==> src/rtl/rx_dma_pkg.sv <==
// Package rx_dma_pkg
// Holds the types shared by the receive DMA channel: the transfer
// sequencer state encoding. Assumes nothing beyond IEEE 1800-2017.
package rx_dma_pkg;

    typedef enum logic [1:0] {
        XS_IDLE = 2'd0,   // no transfer in flight
        XS_WAIT = 2'd1,   // request raised, waiting for the arbiter
        XS_XFER = 2'd2    // memory write cycle
    } xfer_state_t;

endpackage

==> src/rtl/rx_dma_flags.sv <==
// Module rx_dma_flags
// Keeps the three one-bit control flags of the channel: the
// receive-data-ready flag, the enable bit and the end-of-block pending
// bit. Assumes `done` is high for exactly the cycle whose closing edge
// completes a write, and that `last` is valid in that cycle.
module rx_dma_flags (
    input  logic clk,
    input  logic rst_n,
    input  logic rdy_set,
    input  logic en_set,
    input  logic en_clr,
    input  logic pend_clr,
    input  logic done,
    input  logic last,
    output logic rdy_q,
    output logic en_q,
    output logic pend_q
);

    // Ready flag: the hardware set wins over the completion clear.
    always_ff @(posedge clk) begin
        if (!rst_n)       rdy_q <= 1'b0;
        else if (rdy_set) rdy_q <= 1'b1;
        else if (done)    rdy_q <= 1'b0;
    end

    // Enable bit: the end-of-block auto-clear beats any software action.
    always_ff @(posedge clk) begin
        if (!rst_n)             en_q <= 1'b0;
        else if (done && last)  en_q <= 1'b0;
        else if (en_clr)        en_q <= 1'b0;
        else if (en_set)        en_q <= 1'b1;
    end

    // Pending bit: set by the last completion, cleared by a write of 1.
    always_ff @(posedge clk) begin
        if (!rst_n)             pend_q <= 1'b0;
        else if (done && last)  pend_q <= 1'b1;
        else if (pend_clr)      pend_q <= 1'b0;
    end

    AST_RDY_CLEAR: assert property (@(posedge clk) disable iff (!rst_n)
        (done && !rdy_set) |=> !rdy_q);
    AST_EOB_SET: assert property (@(posedge clk) disable iff (!rst_n)
        (done && last) |=> (pend_q && !en_q));
    AST_PEND_HOLD: assert property (@(posedge clk) disable iff (!rst_n)
        (pend_q && !pend_clr) |=> pend_q);

endmodule

==> src/rtl/rx_dma_ptr.sv <==
// Module rx_dma_ptr
// Address pointer and transaction counter. Both load from the software
// value only while the channel is disabled. On each completed write, the
// pointer post-increments (wrapping modulo 2**ADDR_W) and the counter
// post-decrements. Assumes `done` is never high with a zero counter.
module rx_dma_ptr #(
    parameter int ADDR_W = 16,
    parameter int CNT_W  = 8
) (
    input  logic              clk,
    input  logic              rst_n,
    input  logic              en,
    input  logic              ld_addr,
    input  logic              ld_cnt,
    input  logic [ADDR_W-1:0] wdata,
    input  logic              done,
    output logic [ADDR_W-1:0] addr_q,
    output logic [CNT_W-1:0]  cnt_q,
    output logic              cnt_nz,
    output logic              last
);

    localparam logic [CNT_W-1:0]  CNT_ONE  = CNT_W'(1);
    localparam logic [ADDR_W-1:0] ADDR_ONE = ADDR_W'(1);

    // Pointer: a software load while disabled, otherwise a step per write.
    always_ff @(posedge clk) begin
        if (!rst_n)              addr_q <= '0;
        else if (done)           addr_q <= addr_q + ADDR_ONE;
        else if (ld_addr && !en) addr_q <= wdata;
    end

    // Counter: a software load while disabled, otherwise a step down per write.
    always_ff @(posedge clk) begin
        if (!rst_n)             cnt_q <= '0;
        else if (done)          cnt_q <= cnt_q - CNT_ONE;
        else if (ld_cnt && !en) cnt_q <= wdata[CNT_W-1:0];
    end

    // Status of the counter as seen by the sequencer and the flags.
    always_comb begin
        cnt_nz = (cnt_q != '0);
        last   = (cnt_q == CNT_ONE);
    end

    AST_ADDR_STEP: assert property (@(posedge clk) disable iff (!rst_n)
        done |=> (addr_q == $past(addr_q) + ADDR_ONE));
    AST_CNT_STEP: assert property (@(posedge clk) disable iff (!rst_n)
        done |=> (cnt_q == $past(cnt_q) - CNT_ONE));
    AST_LOAD_LOCK: assert property (@(posedge clk) disable iff (!rst_n)
        (en && !done) |=> ($stable(addr_q) && $stable(cnt_q)));

endmodule

==> src/rtl/rx_dma_ctrl.sv <==
// Module rx_dma_ctrl
// Transfer sequencer. It raises one request at a time toward the
// arbiter, captures the receive byte in the grant cycle, and drives a
// single write cycle. Assumes the arbiter grants only while the request
// is high, and that the grant lasts one cycle.
module rx_dma_ctrl
    import rx_dma_pkg::*;
#(
    parameter int DATA_W = 8
) (
    input  logic              clk,
    input  logic              rst_n,
    input  logic              rdy,
    input  logic              en,
    input  logic              cnt_nz,
    input  logic              gnt,
    input  logic [DATA_W-1:0] rx_data,
    output logic              req,
    output logic              done,
    output logic [DATA_W-1:0] data_q
);

    xfer_state_t state_q, state_d;
    logic        take;

    // Next-state and grant acceptance.
    always_comb begin
        take    = (state_q == XS_WAIT) && en && gnt;
        state_d = state_q;
        unique case (state_q)
            XS_IDLE: if (rdy && en && cnt_nz) state_d = XS_WAIT;
            XS_WAIT: if (!en)                 state_d = XS_IDLE;
                     else if (gnt)            state_d = XS_XFER;
            XS_XFER:                          state_d = XS_IDLE;
            default:                          state_d = XS_IDLE;
        endcase
    end

    // State register.
    always_ff @(posedge clk) begin
        if (!rst_n) state_q <= XS_IDLE;
        else        state_q <= state_d;
    end

    // Byte capture at the grant so a later decoder update cannot corrupt it.
    always_ff @(posedge clk) begin
        if (!rst_n)    data_q <= '0;
        else if (take) data_q <= rx_data;
    end

    // Outward strobes decoded from the state.
    always_comb begin
        req  = (state_q == XS_WAIT) && en;
        done = (state_q == XS_XFER);
    end

    AST_REQ_GATED: assert property (@(posedge clk) disable iff (!rst_n)
        req |-> (en && cnt_nz));
    AST_WE_AFTER_GNT: assert property (@(posedge clk) disable iff (!rst_n)
        done |-> $past(req && gnt));
    AST_SINGLE_WRITE: assert property (@(posedge clk) disable iff (!rst_n)
        done |=> !done);
    AST_NO_REQ_IN_XFER: assert property (@(posedge clk) disable iff (!rst_n)
        done |-> !req);

endmodule

==> src/rtl/rx_dma_channel.sv <==
// Module rx_dma_channel
// Top of the receive DMA channel. It joins the flag register, the
// pointer/counter pair and the transfer sequencer, and presents a
// single-port memory write interface. Assumes a synchronous active-low
// reset, and that rx_data stays valid from rdy_set until the grant.
module rx_dma_channel #(
    parameter int ADDR_W = 16,
    parameter int CNT_W  = 8,
    parameter int DATA_W = 8
) (
    input  logic              clk,
    input  logic              rst_n,
    input  logic              rdy_set,
    input  logic [DATA_W-1:0] rx_data,
    input  logic              ld_addr,
    input  logic              ld_cnt,
    input  logic              en_set,
    input  logic              en_clr,
    input  logic              pend_clr,
    input  logic [ADDR_W-1:0] cfg_wdata,
    input  logic              dma_gnt,
    output logic              dma_req,
    output logic              mem_we,
    output logic [ADDR_W-1:0] mem_addr,
    output logic [DATA_W-1:0] mem_wdata,
    output logic              rdy_flag,
    output logic              dma_en,
    output logic              eob_pend,
    output logic [ADDR_W-1:0] cur_addr,
    output logic [CNT_W-1:0]  cur_cnt
);

    logic              done;
    logic              last;
    logic              cnt_nz;
    logic [DATA_W-1:0] data_q;

    rx_dma_flags u_flags (
        .clk      (clk),
        .rst_n    (rst_n),
        .rdy_set  (rdy_set),
        .en_set   (en_set),
        .en_clr   (en_clr),
        .pend_clr (pend_clr),
        .done     (done),
        .last     (last),
        .rdy_q    (rdy_flag),
        .en_q     (dma_en),
        .pend_q   (eob_pend)
    );

    rx_dma_ptr #(.ADDR_W(ADDR_W), .CNT_W(CNT_W)) u_ptr (
        .clk     (clk),
        .rst_n   (rst_n),
        .en      (dma_en),
        .ld_addr (ld_addr),
        .ld_cnt  (ld_cnt),
        .wdata   (cfg_wdata),
        .done    (done),
        .addr_q  (cur_addr),
        .cnt_q   (cur_cnt),
        .cnt_nz  (cnt_nz),
        .last    (last)
    );

    rx_dma_ctrl #(.DATA_W(DATA_W)) u_ctrl (
        .clk     (clk),
        .rst_n   (rst_n),
        .rdy     (rdy_flag),
        .en      (dma_en),
        .cnt_nz  (cnt_nz),
        .gnt     (dma_gnt),
        .rx_data (rx_data),
        .req     (dma_req),
        .done    (done),
        .data_q  (data_q)
    );

    // Memory write port driven from the sequencer and the pointer.
    always_comb begin
        mem_we    = done;
        mem_addr  = cur_addr;
        mem_wdata = data_q;
    end

    AST_STOP_DROPS_REQ: assert property (@(posedge clk) disable iff (!rst_n)
        !dma_en |-> !dma_req);
    AST_REQ_NEEDS_RDY: assert property (@(posedge clk) disable iff (!rst_n)
        dma_req |-> rdy_flag);

endmodule

==> config.mk <==
export PLATFORM = sky130hd
export DESIGN_NAME = rx_dma_channel
export DESIGN_NICKNAME = d
export VERILOG_FILES = /design/src/rtl/rx_dma_pkg.sv /design/src/rtl/rx_dma_flags.sv /design/src/rtl/rx_dma_ptr.sv /design/src/rtl/rx_dma_ctrl.sv /design/src/rtl/rx_dma_channel.sv
export SDC_FILE = /design/constraint.sdc
export NUM_CORES = 1
export LEC_CHECK = 0
export ABC_AREA = 1
export BUFFER_PORTS_ARGS = -buffer_cell sky130_fd_sc_hd__buf_2
export CAP_MARGIN = 20
export CORE_MARGIN = 4
export CORE_UTILIZATION = 45
export DETAILED_ROUTE_END_ITERATION = 10
export PLACE_DENSITY = 0.73
export RECOVER_POWER = 25
export SLEW_MARGIN = 5
export SYNTH_ARGS = -nofsm -noshare
export SYNTH_HDL_FRONTEND = slang
export SYNTH_SLANG_ARGS = --single-unit
==> constraint.sdc <==
create_clock -name clk -period 2.8 [get_ports clk]
set_input_delay 0.28 -clock clk [delete_from_list [all_inputs] [get_ports clk]]
set_output_delay 0.28 -clock clk [all_outputs]
set_load 0.005 [all_outputs]
==> out/metrics.yaml, run 1 <==
drt:
  wl_per_cell_um: 11.9
  vias: 2288
  drc: 0
  ant_nets: 0
  first_pass_iters: 4
  drt-total-wl_um: 5470
  drt-vias-per-instance: 4.97
  drt_iter0_drc: 179
yosys:
  synth_cell_types: 34
  synth_ff_type: "dfxtp_1"
  syn_avg_cell_area_um2: 6.67
  ys_seq_area_frac: 0.340
  netlist_instances: 327
  syn_nets: 364
  async_reset_ff_frac: 0
  ys_seq_elements: 37
  yosysWarnings: 0
  syn_area_um2: 2180
  synth-edff-count: 0
sta:
  max_freq_ghz: 0.560
  relSlewSlack: 0.503
  slew_viol_final: 0
  fin_skew_ns: 0.0132
  finalSetupViolCount: 0
  period_needed_ns: 1.79
  fin_hold_ws_ns: 0.202
  worst_slack_ns: 1.01
  finalCritPeriodShare: 0.638
  hold_viol: 0
  fin_tns_setup_ns: 0
  rsz0062_at_grt: "no"
  tightest_slew_ns: 0.740
cts:
  clockBufferDepth: 2
  clock_latency_ns: 0.29
  cts_resized: 0
  cts_tree: "done"
  cts_made_buffers: 5
  cts_setup_buffers: 0
  clock-sinks: 37
  hold_buffers: 0
  clkTransAtPathRegs_ns: 0.08
  cts_root_buf: "clkbuf_8"
  cts_htree_levels: 2
power:
  leakage_nw: 1.23
  vdd_drop_max_mv: 0.245
  cellPowerDensity_nw_per_um2: 505
worst_setup_path:
  critPathCaptureType: "primary output"
  arrival_ns: 1.51
  r2r_end: "u_ctrl.data_q[2]$_SDFFE_PN0P_"
  r2r-start: "u_flags.en_q$_SDFFE_PP0P_"
  reg2regPathDepth: 5
  path_class: "reg -> out"
  worst-endpoint-required_ns: 2.52
  cp-start-kind: "register"
  reg2reg_slack_ns: 1.11
  crit_fanout: 11
cells_and_area:
  drive_above_1_share: 0.257
  n_fill_cell: 460
  final_nets: 429
  layout_common_cells: "buf_2 (77), nand2_1 (67), nor2_1 (40)"
  fin_cells: 460
  multi_input_area_um2: 1130
  final_util: 0.558
  area.growth.synth_to_final_pct: 20.8
  register_area_um2: 741
  diodes: 0
  final_common_cell: "buf_2"
die:
  die_area_um2: 6020
  fp.dieH_um: 77.6
  die_width_um: 77.6
  num_rows: 25
  start_util: 0.462
  coreArea_um2: 4720
  io_pins: 86
worst_hold_path:
  whs_endpoint: "u_flags.rdy_q$_SDFFE_PN0P_"
  hold_depth: 3
  min_from: "rdy_set"
  hold_path_class: "in -> reg"
placed_design:
  hpwl_um: 4140
  io_buffer_count: 85
  dp_slack_ns: 1.11
  place_inst: 452
  gp_congestion: 0.842
global_route:
  grt_pass1_wl_um: 9600
  grt-ovfl-total: 0
  grt_pass1_vias: 2149
  track_usage: 0.190
  grt_start_max_net_pins: 29
  antenna_found_initial: 0
run:
  cap_violations: 0
outcome:
  status: "completed"
area by class of cell:
class | count | share of cell area
multi-input cells | 231 | 0.431
flip-flops and latches | 37 | 0.281
repair buffers | 85 | 0.158
inverters | 32 | 0.0465
well taps | 67 | 0.0318
clock buffers | 5 | 0.0261
clock inverters | 3 | 0.0261
layer usage:
| layer | track usage | vias to the layer above | wire (µm) |
|---|---|---|---|
| met5 | 0 | - | 0 |
| met4 | 0.0587 | 0 | 38 |
| met3 | 0.0499 | 6 | 388 |
| met2 | 0.310 | 79 | 2510 |
| met1 | 0.243 | 1010 | 2530 |
| li1 | - | 1193 | - |
worst max-delay path, cell delays in order, from the launching register on:
cell,delay (ns)
dfxtp_1,0.40
inv_2,0.10
nor3_2,0.51
buf_2,0.22
sequential cells by signal, indices dropped and copies added (netlist names):
register	flops
u_flags.rdy_q	1
u_ptr.cnt_q	8
u_flags.en_q	1
u_ctrl.data_q	8
u_ptr.addr_q	16
u_flags.pend_q	1
u_ctrl.state_q	2
kinds of logic after synthesis:
| family | count (synthesis) | share of synthesized area |
|---|---|---|
| xor gates and xnor gates | 3 | 0.0121 |
| buffers and inverters | 59 | 0.140 |
| AOI/OAI and AO/OA | 63 | 0.154 |
| adders and majority gates | 4 | 0.0229 |
| and+or+nand+nor | 161 | 0.331 |
| DFF | 37 | 0.340 |
power breakdown:
| group | total [mW] | switching (mW) | leakage [nW] | internal (mW) |
|---|---|---|---|---|
| sequential | 0.585 | 0.0347 | 0.303 | 0.551 |
| combinational | 0.176 | 0.0974 | 0.858 | 0.0782 |
| clock | 0.569 | 0.210 | 0.0687 | 0.359 |
| total | 1.33 | 0.342 | 1.23 | 0.988 |
synthesized netlist by cell type (2+ instances only):
cell type	instances	area, µm²
a21oi_1	31	155
dfxtp_1	37	741
xor2_1	2	17.5
o21ai_1	5	25.0
nand2_2	2	12.5
nand3_2	3	30.0
nor2_1	40	150
o21ai_0	17	85.1
clkbuf_1	5	18.8
buf_4	19	143
nand4_1	7	43.8
nand2_1	67	251
a31oi_1	5	31.3
inv_2	4	15.0
nor3_1	2	10.0
inv_1	26	97.6
ha_1	4	50.1
nor2_2	2	12.5
buf_2	2	10.0
nand3_1	33	165
how the worst max path moves through the flow:
stage / cells after the start / end / start / slack (ns)
after floorplan: 8 / u_ptr.addr_q[10]$_SDFFE_PN0P_ / u_ptr.addr_q[0]$_SDFFE_PN0P_ / 1.48
after global placement: 3 / u_ptr.cnt_q[1]$_SDFFE_PN0P_ / rst_n / 1.16
after detailed placement: 5 / u_ctrl.data_q[3]$_SDFFE_PN0P_ / u_flags.en_q$_SDFFE_PP0P_ / 1.11
after CTS: 3 / dma_req / u_flags.en_q$_SDFFE_PP0P_ / 1.0
after global routing: 3 / dma_req / u_flags.en_q$_SDFFE_PP0P_ / 0.85
final: 3 / dma_req / u_flags.en_q$_SDFFE_PP0P_ / 1.01
per-stage QoR:
step                power [mW]  instance area [µm²]
CTS                       1.34                 2650
finish                    1.33                 2640
global placement         0.773                 2510
floorplan                0.711                 2180
global route              1.40                 2640
detailed placement       0.775                 2510
No activity file was read; power rests on OpenSTA's default activity.
==> run 2, diff against run 1 <==
==> constraint.sdc (replaced) <==
create_clock -name clk -period 1.85 [get_ports clk]
set_input_delay 0.185 -clock clk [delete_from_list [all_inputs] [get_ports clk]]
set_output_delay 0.185 -clock clk [all_outputs]
set_load 0.005 [all_outputs]
==> out/metrics.yaml, run 2 (synthesis gave the netlist of run 1 again) <==
die:
  coreArea_um2: 4720  # unchanged
  start_util: 0.462  # unchanged
  die_area_um2: 6020  # unchanged
  io_pins: 86  # unchanged
  die_width_um: 77.6  # unchanged
  fp.dieH_um: 77.6  # unchanged
  num_rows: 25  # unchanged
worst_hold_path:
  hold_depth: 3  # unchanged
  whs_endpoint: "u_flags.rdy_q$_SDFFE_PN0P_"
  min_from: "rdy_set"
  hold_path_class: "in -> reg"
cts:
  cts_made_buffers: 5  # unchanged
  clock_latency_ns: 0.29  # about the same
  cts_resized: 0  # unchanged
  cts_root_buf: "clkbuf_8"
  clockBufferDepth: 2  # unchanged
  clkTransAtPathRegs_ns: 0.08  # about the same
  clock-sinks: 37  # unchanged
  cts_setup_buffers: 0  # unchanged
  cts_tree: "done"
  hold_buffers: 0  # unchanged
  cts_htree_levels: 2  # unchanged
drt:
  ant_nets: 0  # unchanged
  vias: 2282  # -0.26%
  drt-vias-per-instance: 4.93  # -0.91%
  drc: 0  # unchanged
  wl_per_cell_um: 12.0  # +0.64%
  drt-total-wl_um: 5540  # +1.3%
  first_pass_iters: 4  # unchanged
  drt_iter0_drc: 148  # -17%
sta:
  slew_viol_final: 0  # unchanged
  finalCritPeriodShare: 0.839
  fin_tns_setup_ns: 0  # unchanged
  relSlewSlack: 0.785  # +0.281
  period_needed_ns: 1.55
  fin_skew_ns: 0.00635  # -0.00684 ns
  hold_viol: 0  # unchanged
  max_freq_ghz: 0.644
  tightest_slew_ns: 0.322  # -0.418 ns
  finalSetupViolCount: 0  # unchanged
  rsz0062_at_grt: "no"
cells_and_area:
  final_nets: 432  # +0.70%
  layout_common_cells: "buf_2 (77), nand2_1 (67), nor2_1 (40)"
  regMostFlops: "u_ptr.addr_q"
  largest_reg_flops: 16  # unchanged
  area.growth.synth_to_final_pct: 21.7
  fin_cells: 463  # +0.65%
  largestRegisters: "u_ptr.addr_q x16, u_ctrl.data_q x8, u_ptr.cnt_q x8"
  final_common_cell: "buf_2"
  drive_above_1_share: 0.263  # +0.00563
  diodes: 0  # unchanged
run:
  cap_violations: 0  # unchanged
power:
  leakage_nw: 1.25  # +1.2%
  cellPowerDensity_nw_per_um2: 750  # +49%
  vdd_drop_max_mv: 0.414  # +69%
global_route:
  grt_start_max_net_pins: 29  # unchanged
  grt_pass1_vias: 2068  # -3.8%
  track_usage: 0.191  # +0.000930
  grt_pass1_wl_um: 9350  # -2.7%
  antenna_found_initial: 0  # unchanged
  grt-ovfl-total: 0  # unchanged
worst_setup_path:
  cp-start-kind: "register"
  r2r-start: "u_ctrl.state_q[0]$_SDFFE_PN0P_"
  crit_fanout: 23  # +12
  critPathTopFamily: "simple AND/OR/NAND/NOR gates"
  critPathCaptureType: "register"
  cp.buffers_inverters: 2  # unchanged
  reg2reg_slack_ns: 0.30  # -0.81 ns
  r2r_end: "u_ptr.addr_q[8]$_SDFFE_PN0P_"
  slowest_delay_ns: 0.35  # -0.16 ns
  cp_slowest_cell: "dfxtp_1"
  path_class: "reg -> reg"
  arrival_ns: 1.78  # +0.27 ns
  reg2regPathDepth: 8  # +3
  worst-endpoint-required_ns: 2.08  # -0.44 ns
  cp_cell_sequence: "inv_2 -> nand2_4 -> nand2_1 -> inv_2 -> nand2_1 -> o21ai_0 -> nor2_1 -> nor2_1"
placed_design:
  place_inst: 455  # +0.66%
  hpwl_um: 4130  # -0.16%
  gp_congestion: 0.830  # -1.4%
  io_buffer_count: 85  # unchanged
outcome:
  status: "completed"
## run 2: cell count changes in the layout (fill, tap and decap cells not counted)
cell | before | now
clkinv_2 | 0 | 1
inv_6 | 1 | 0
buf_4 | 0 | 3
## run 2: report_power, final
group / switching [mW] / internal, mW
clock network: 0.300 / 0.536
logic: 0.150 / 0.121
registers: 0.0513 / 0.834
total: 0.501 / 1.49
## run 2: cell type report
cell class,count,area (µm²)
clock buffers,5,68.8
clock inverters,3,65.1
fillers,483,2070
inverters,32,123
multi-input cells,231,1130
flip-flops and latches,37,741
well taps,67,83.8
repair buffers,88,438
## run 2: routing by layer
layer | routed length [µm] | GRT usage | vias to the layer above
li1 | - | - | 1193
met1 | 2590 | 0.246 | 1015
met2 | 2530 | 0.299 | 67
met3 | 337 | 0.0510 | 7
met4 | 80 | 0.0783 | 0
met5 | 0 | 0 | -
## run 2: worst register-to-register path: stages (launching register included)
cell,delay [ns]
dfxtp_1,0.35
inv_2,0.06
nand2_4,0.20
nand2_1,0.27
inv_2,0.28
nand2_1,0.09
o21ai_0,0.09
nor2_1,0.07
nor2_1,0.08
## run 2: how the worst max path moves through the flow
stage,from,cells past startpoint,end
final,u_ctrl.state_q[0]$_SDFFE_PN0P_,8,u_ptr.addr_q[8]$_SDFFE_PN0P_
after global routing,u_ctrl.state_q[0]$_SDFFE_PN0P_,8,u_ptr.addr_q[8]$_SDFFE_PN0P_
after CTS,u_ctrl.state_q[1]$_SDFFE_PN0P_,3,mem_we
after detailed placement,u_ctrl.state_q[1]$_SDFFE_PN0P_,7,u_ptr.addr_q[8]$_SDFFE_PN0P_
after global placement,u_ctrl.state_q[1]$_SDFFE_PN0P_,7,u_ptr.addr_q[8]$_SDFFE_PN0P_
after floorplan,u_ptr.addr_q[0]$_SDFFE_PN0P_,8,u_ptr.addr_q[10]$_SDFFE_PN0P_
## run 2: per-stage QoR
step                      hold slack, ns  total power [mW]  setup slack, ns  cell area, µm²  utilization
after floorplan                    0.302              1.08            0.526            2180            -
after global placement             0.406              1.17            0.405            2530        0.536
after detailed placement           0.412              1.18            0.324            2530        0.536
after CTS                         0.0981              2.02            0.292            2660        0.564
after global routing               0.117              2.10            0.141            2650        0.562
final                              0.107              1.99            0.298            2650        0.562
==> run 3, diff against run 2 <==
--- a/config.mk
+++ b/config.mk
@@ -9,9 +9,9 @@
 export BUFFER_PORTS_ARGS = -buffer_cell sky130_fd_sc_hd__buf_2
 export CAP_MARGIN = 20
 export CORE_MARGIN = 4
-export CORE_UTILIZATION = 45
+export CORE_UTILIZATION = 44
 export DETAILED_ROUTE_END_ITERATION = 10
-export PLACE_DENSITY = 0.73
+export PLACE_DENSITY = 0.74
 export RECOVER_POWER = 25
 export SLEW_MARGIN = 5
 export SYNTH_ARGS = -nofsm -noshare
==> constraint.sdc (replaced) <==
create_clock -name clk -period 1.4 [get_ports clk]
set_input_delay 0.14 -clock clk [delete_from_list [all_inputs] [get_ports clk]]
set_output_delay 0.14 -clock clk [all_outputs]
set_load 0.005 [all_outputs]
==> out/metrics.yaml, run 3 (synthesis gave the netlist of run 1 again) <==
outcome:
  status: "completed"
cts:
  clockBufferDepth: 2  # unchanged
  clock_latency_ns: 0.29  # about the same
  hold_buffers: 0  # unchanged
  clkTransAtPathRegs_ns: 0.08  # about the same
  cts_htree_levels: 2  # unchanged
  cts_tree: "done"
  cts_made_buffers: 5  # unchanged
  cts_root_buf: "clkbuf_8"
  clock-sinks: 37  # unchanged
drt:
  ant_nets: 0  # unchanged
  drt_iter0_drc: 173  # +17%
  drt-total-wl_um: 5820  # +5.0%
  drt-vias-per-instance: 4.93  # about the same
  first_pass_iters: 5  # +1
  drc: 0  # unchanged
  vias: 2362  # +3.5%
  wl_per_cell_um: 12.1  # +1.5%
worst_hold_path:
  hold_depth: 3  # unchanged
  hold_path_class: "in -> reg"
  min_from: "rdy_set"
  whs_endpoint: "u_flags.rdy_q$_SDFFE_PN0P_"
sta:
  tightest_slew_ns: 0.298  # -0.0241 ns
  relSlewSlack: 0.801  # +0.0166
  rsz0062_at_grt: "yes"
  slew_viol_final: 0  # unchanged
  fin_skew_ns: 0.00276  # -0.00359 ns
  finalSetupViolCount: 0  # unchanged
  fin_hold_ws_ns: 0.0548  # -0.0517 ns
  fin_tns_setup_ns: 0  # unchanged
  period_needed_ns: 1.34
  finalCritPeriodShare: 0.954
  max_freq_ghz: 0.749
  hold_viol: 0  # unchanged
worst_setup_path:
  cp_cell_sequence: "inv_2 -> nand2_8 -> clkinv_8 -> buf_12 -> buf_2"
  arrival_ns: 1.20  # -0.58 ns
  critPathTopFamily: "buffers and inverters"
  path_class: "reg -> out"
  cp-start-kind: "register"
  critPathCaptureType: "primary output"
  cp_slowest_cell: "dfxtp_2"
  r2r-start: "u_ptr.addr_q[0]$_SDFFE_PN0P_"
  worst-endpoint-required_ns: 1.26  # -0.82 ns
  reg2regPathDepth: 8  # unchanged
  slowest_delay_ns: 0.34  # about the same
  cp.buffers_inverters: 4  # +2
  r2r_end: "u_ptr.addr_q[8]$_SDFFE_PN0P_"
  reg2reg_slack_ns: 0.10  # -0.20 ns
  crit_fanout: 18  # -22%
cells_and_area:
  area.growth.synth_to_final_pct: 30.2
  fin_area_um2: 2840  # +7.0%
  regMostFlops: "u_ptr.addr_q"
  layout_common_cells: "buf_2 (79), nand2_1 (66), nor2_1 (39)"
  drive_above_1_share: 0.320  # +0.0578
  fin_cells: 479  # +3.5%
  final_common_cell: "buf_2"
  diodes: 0  # unchanged
  final_nets: 448  # +3.7%
  largestRegisters: "u_ptr.addr_q x16, u_ctrl.data_q x8, u_ptr.cnt_q x8"
  largest_reg_flops: 16  # unchanged
die:
  start_util: 0.459  # -0.00304
  coreArea_um2: 4750  # +0.66%
  io_pins: 86  # unchanged
  die_area_um2: 6150  # +2.0%
  die_width_um: 78.4  # +1.0%
  num_rows: 25  # unchanged
  fp.dieH_um: 78.4  # +1.0%
power:
  total_power_mw: 2.70  # +36%
  leakage_nw: 1.34  # +7.8%
  cellPowerDensity_nw_per_um2: 950  # +27%
  vdd_drop_max_mv: 0.502  # +21%
placed_design:
  place_inst: 468  # +2.9%
  io_buffer_count: 85  # unchanged
  hpwl_um: 4370  # +5.9%
  gp_congestion: 0.814  # -1.9%
  place_area_um2: 2640  # +4.4%
global_route:
  grt_pass1_wl_um: 9530  # +1.9%
  grt-ovfl-total: 0  # unchanged
  grt_start_max_net_pins: 27  # -6.9%
  track_usage: 0.189  # -0.00145
  grt_pass1_vias: 2076  # +0.39%
  antenna_found_initial: 0  # unchanged
run:
  cap_violations: 0  # unchanged
-- run 3: report_power, final --
part | internal [mW] | leakage (nW) | switching [mW]
registers | 1.10 | 0.306 | 0.0539
clock network | 0.717 | 0.0687 | 0.415
logic | 0.186 | 0.967 | 0.222
-- run 3: cell type report --
type / count / area (µm²)
Tap cell: 67 / 83.8
Sequential cell: 37 / 749
Clock inverter: 3 / 68.8
Clock buffer: 5 / 68.8
Multi-Input combinational cell: 231 / 1160
Fill cell: 474 / 1910
Inverter: 32 / 135
Timing Repair Buffer: 104 / 577
-- run 3: worst register-to-register path: cells and delay by family, from the launching register on --
kind | cells | cell delay (ns)
adders and majority gates | 1 | 0.20
AOI/OAI and AO/OA | 1 | 0.13
and+or+nand+nor | 6 | 0.51
DFF | 1 | 0.34
-- run 3: worst max-delay path by stage --
stage / cells after the start / endpoint / startpoint
finish: 5 / mem_we / u_ctrl.state_q[0]$_SDFFE_PN0P_
detailed placement: 8 / u_ptr.addr_q[8]$_SDFFE_PN0P_ / u_ptr.addr_q[0]$_SDFFE_PN0P_
global placement: 9 / u_ptr.addr_q[11]$_SDFFE_PN0P_ / u_ptr.addr_q[2]$_SDFFE_PN0P_
global route: 10 / u_ptr.addr_q[11]$_SDFFE_PN0P_ / u_ptr.addr_q[1]$_SDFFE_PN0P_
CTS: 4 / dma_req / u_flags.en_q$_SDFFE_PP0P_
floorplan: 8 / u_ptr.addr_q[10]$_SDFFE_PN0P_ / u_ptr.addr_q[0]$_SDFFE_PN0P_
-- run 3: metrics by stage --
| step | worst slack, ns | util |
|---|---|---|
| 3_3_place_gp | 0.116 | 0.555 |
| 4_1_cts | 0.00426 | 0.588 |
| 5_1_grt | -0.0147 | 0.597 |
| 6_report | 0.0641 | 0.597 |
| 3_5_place_dp | 0.0848 | 0.555 |
| 2_1_floorplan | 0.0763 | - |
-- run 3: timing repair --
item | in CTS | in global routing
pin swaps | 0 | 2
setup buffers | 0 | 3
gates resized for setup | 6 | 11
setup endpoints to repair | 2 | 10
-- run 3: routing by layer --
| metal | part of all wire | track usage | wire, µm |
|---|---|---|---|
| met1 | 0.45 | 0.242 | 2590 |
| met4 | 0.0065 | 0.0315 | 38 |
| met2 | 0.47 | 0.327 | 2730 |
| met5 | 0 | 0 | 0 |
| met3 | 0.079 | 0.0447 | 460 |
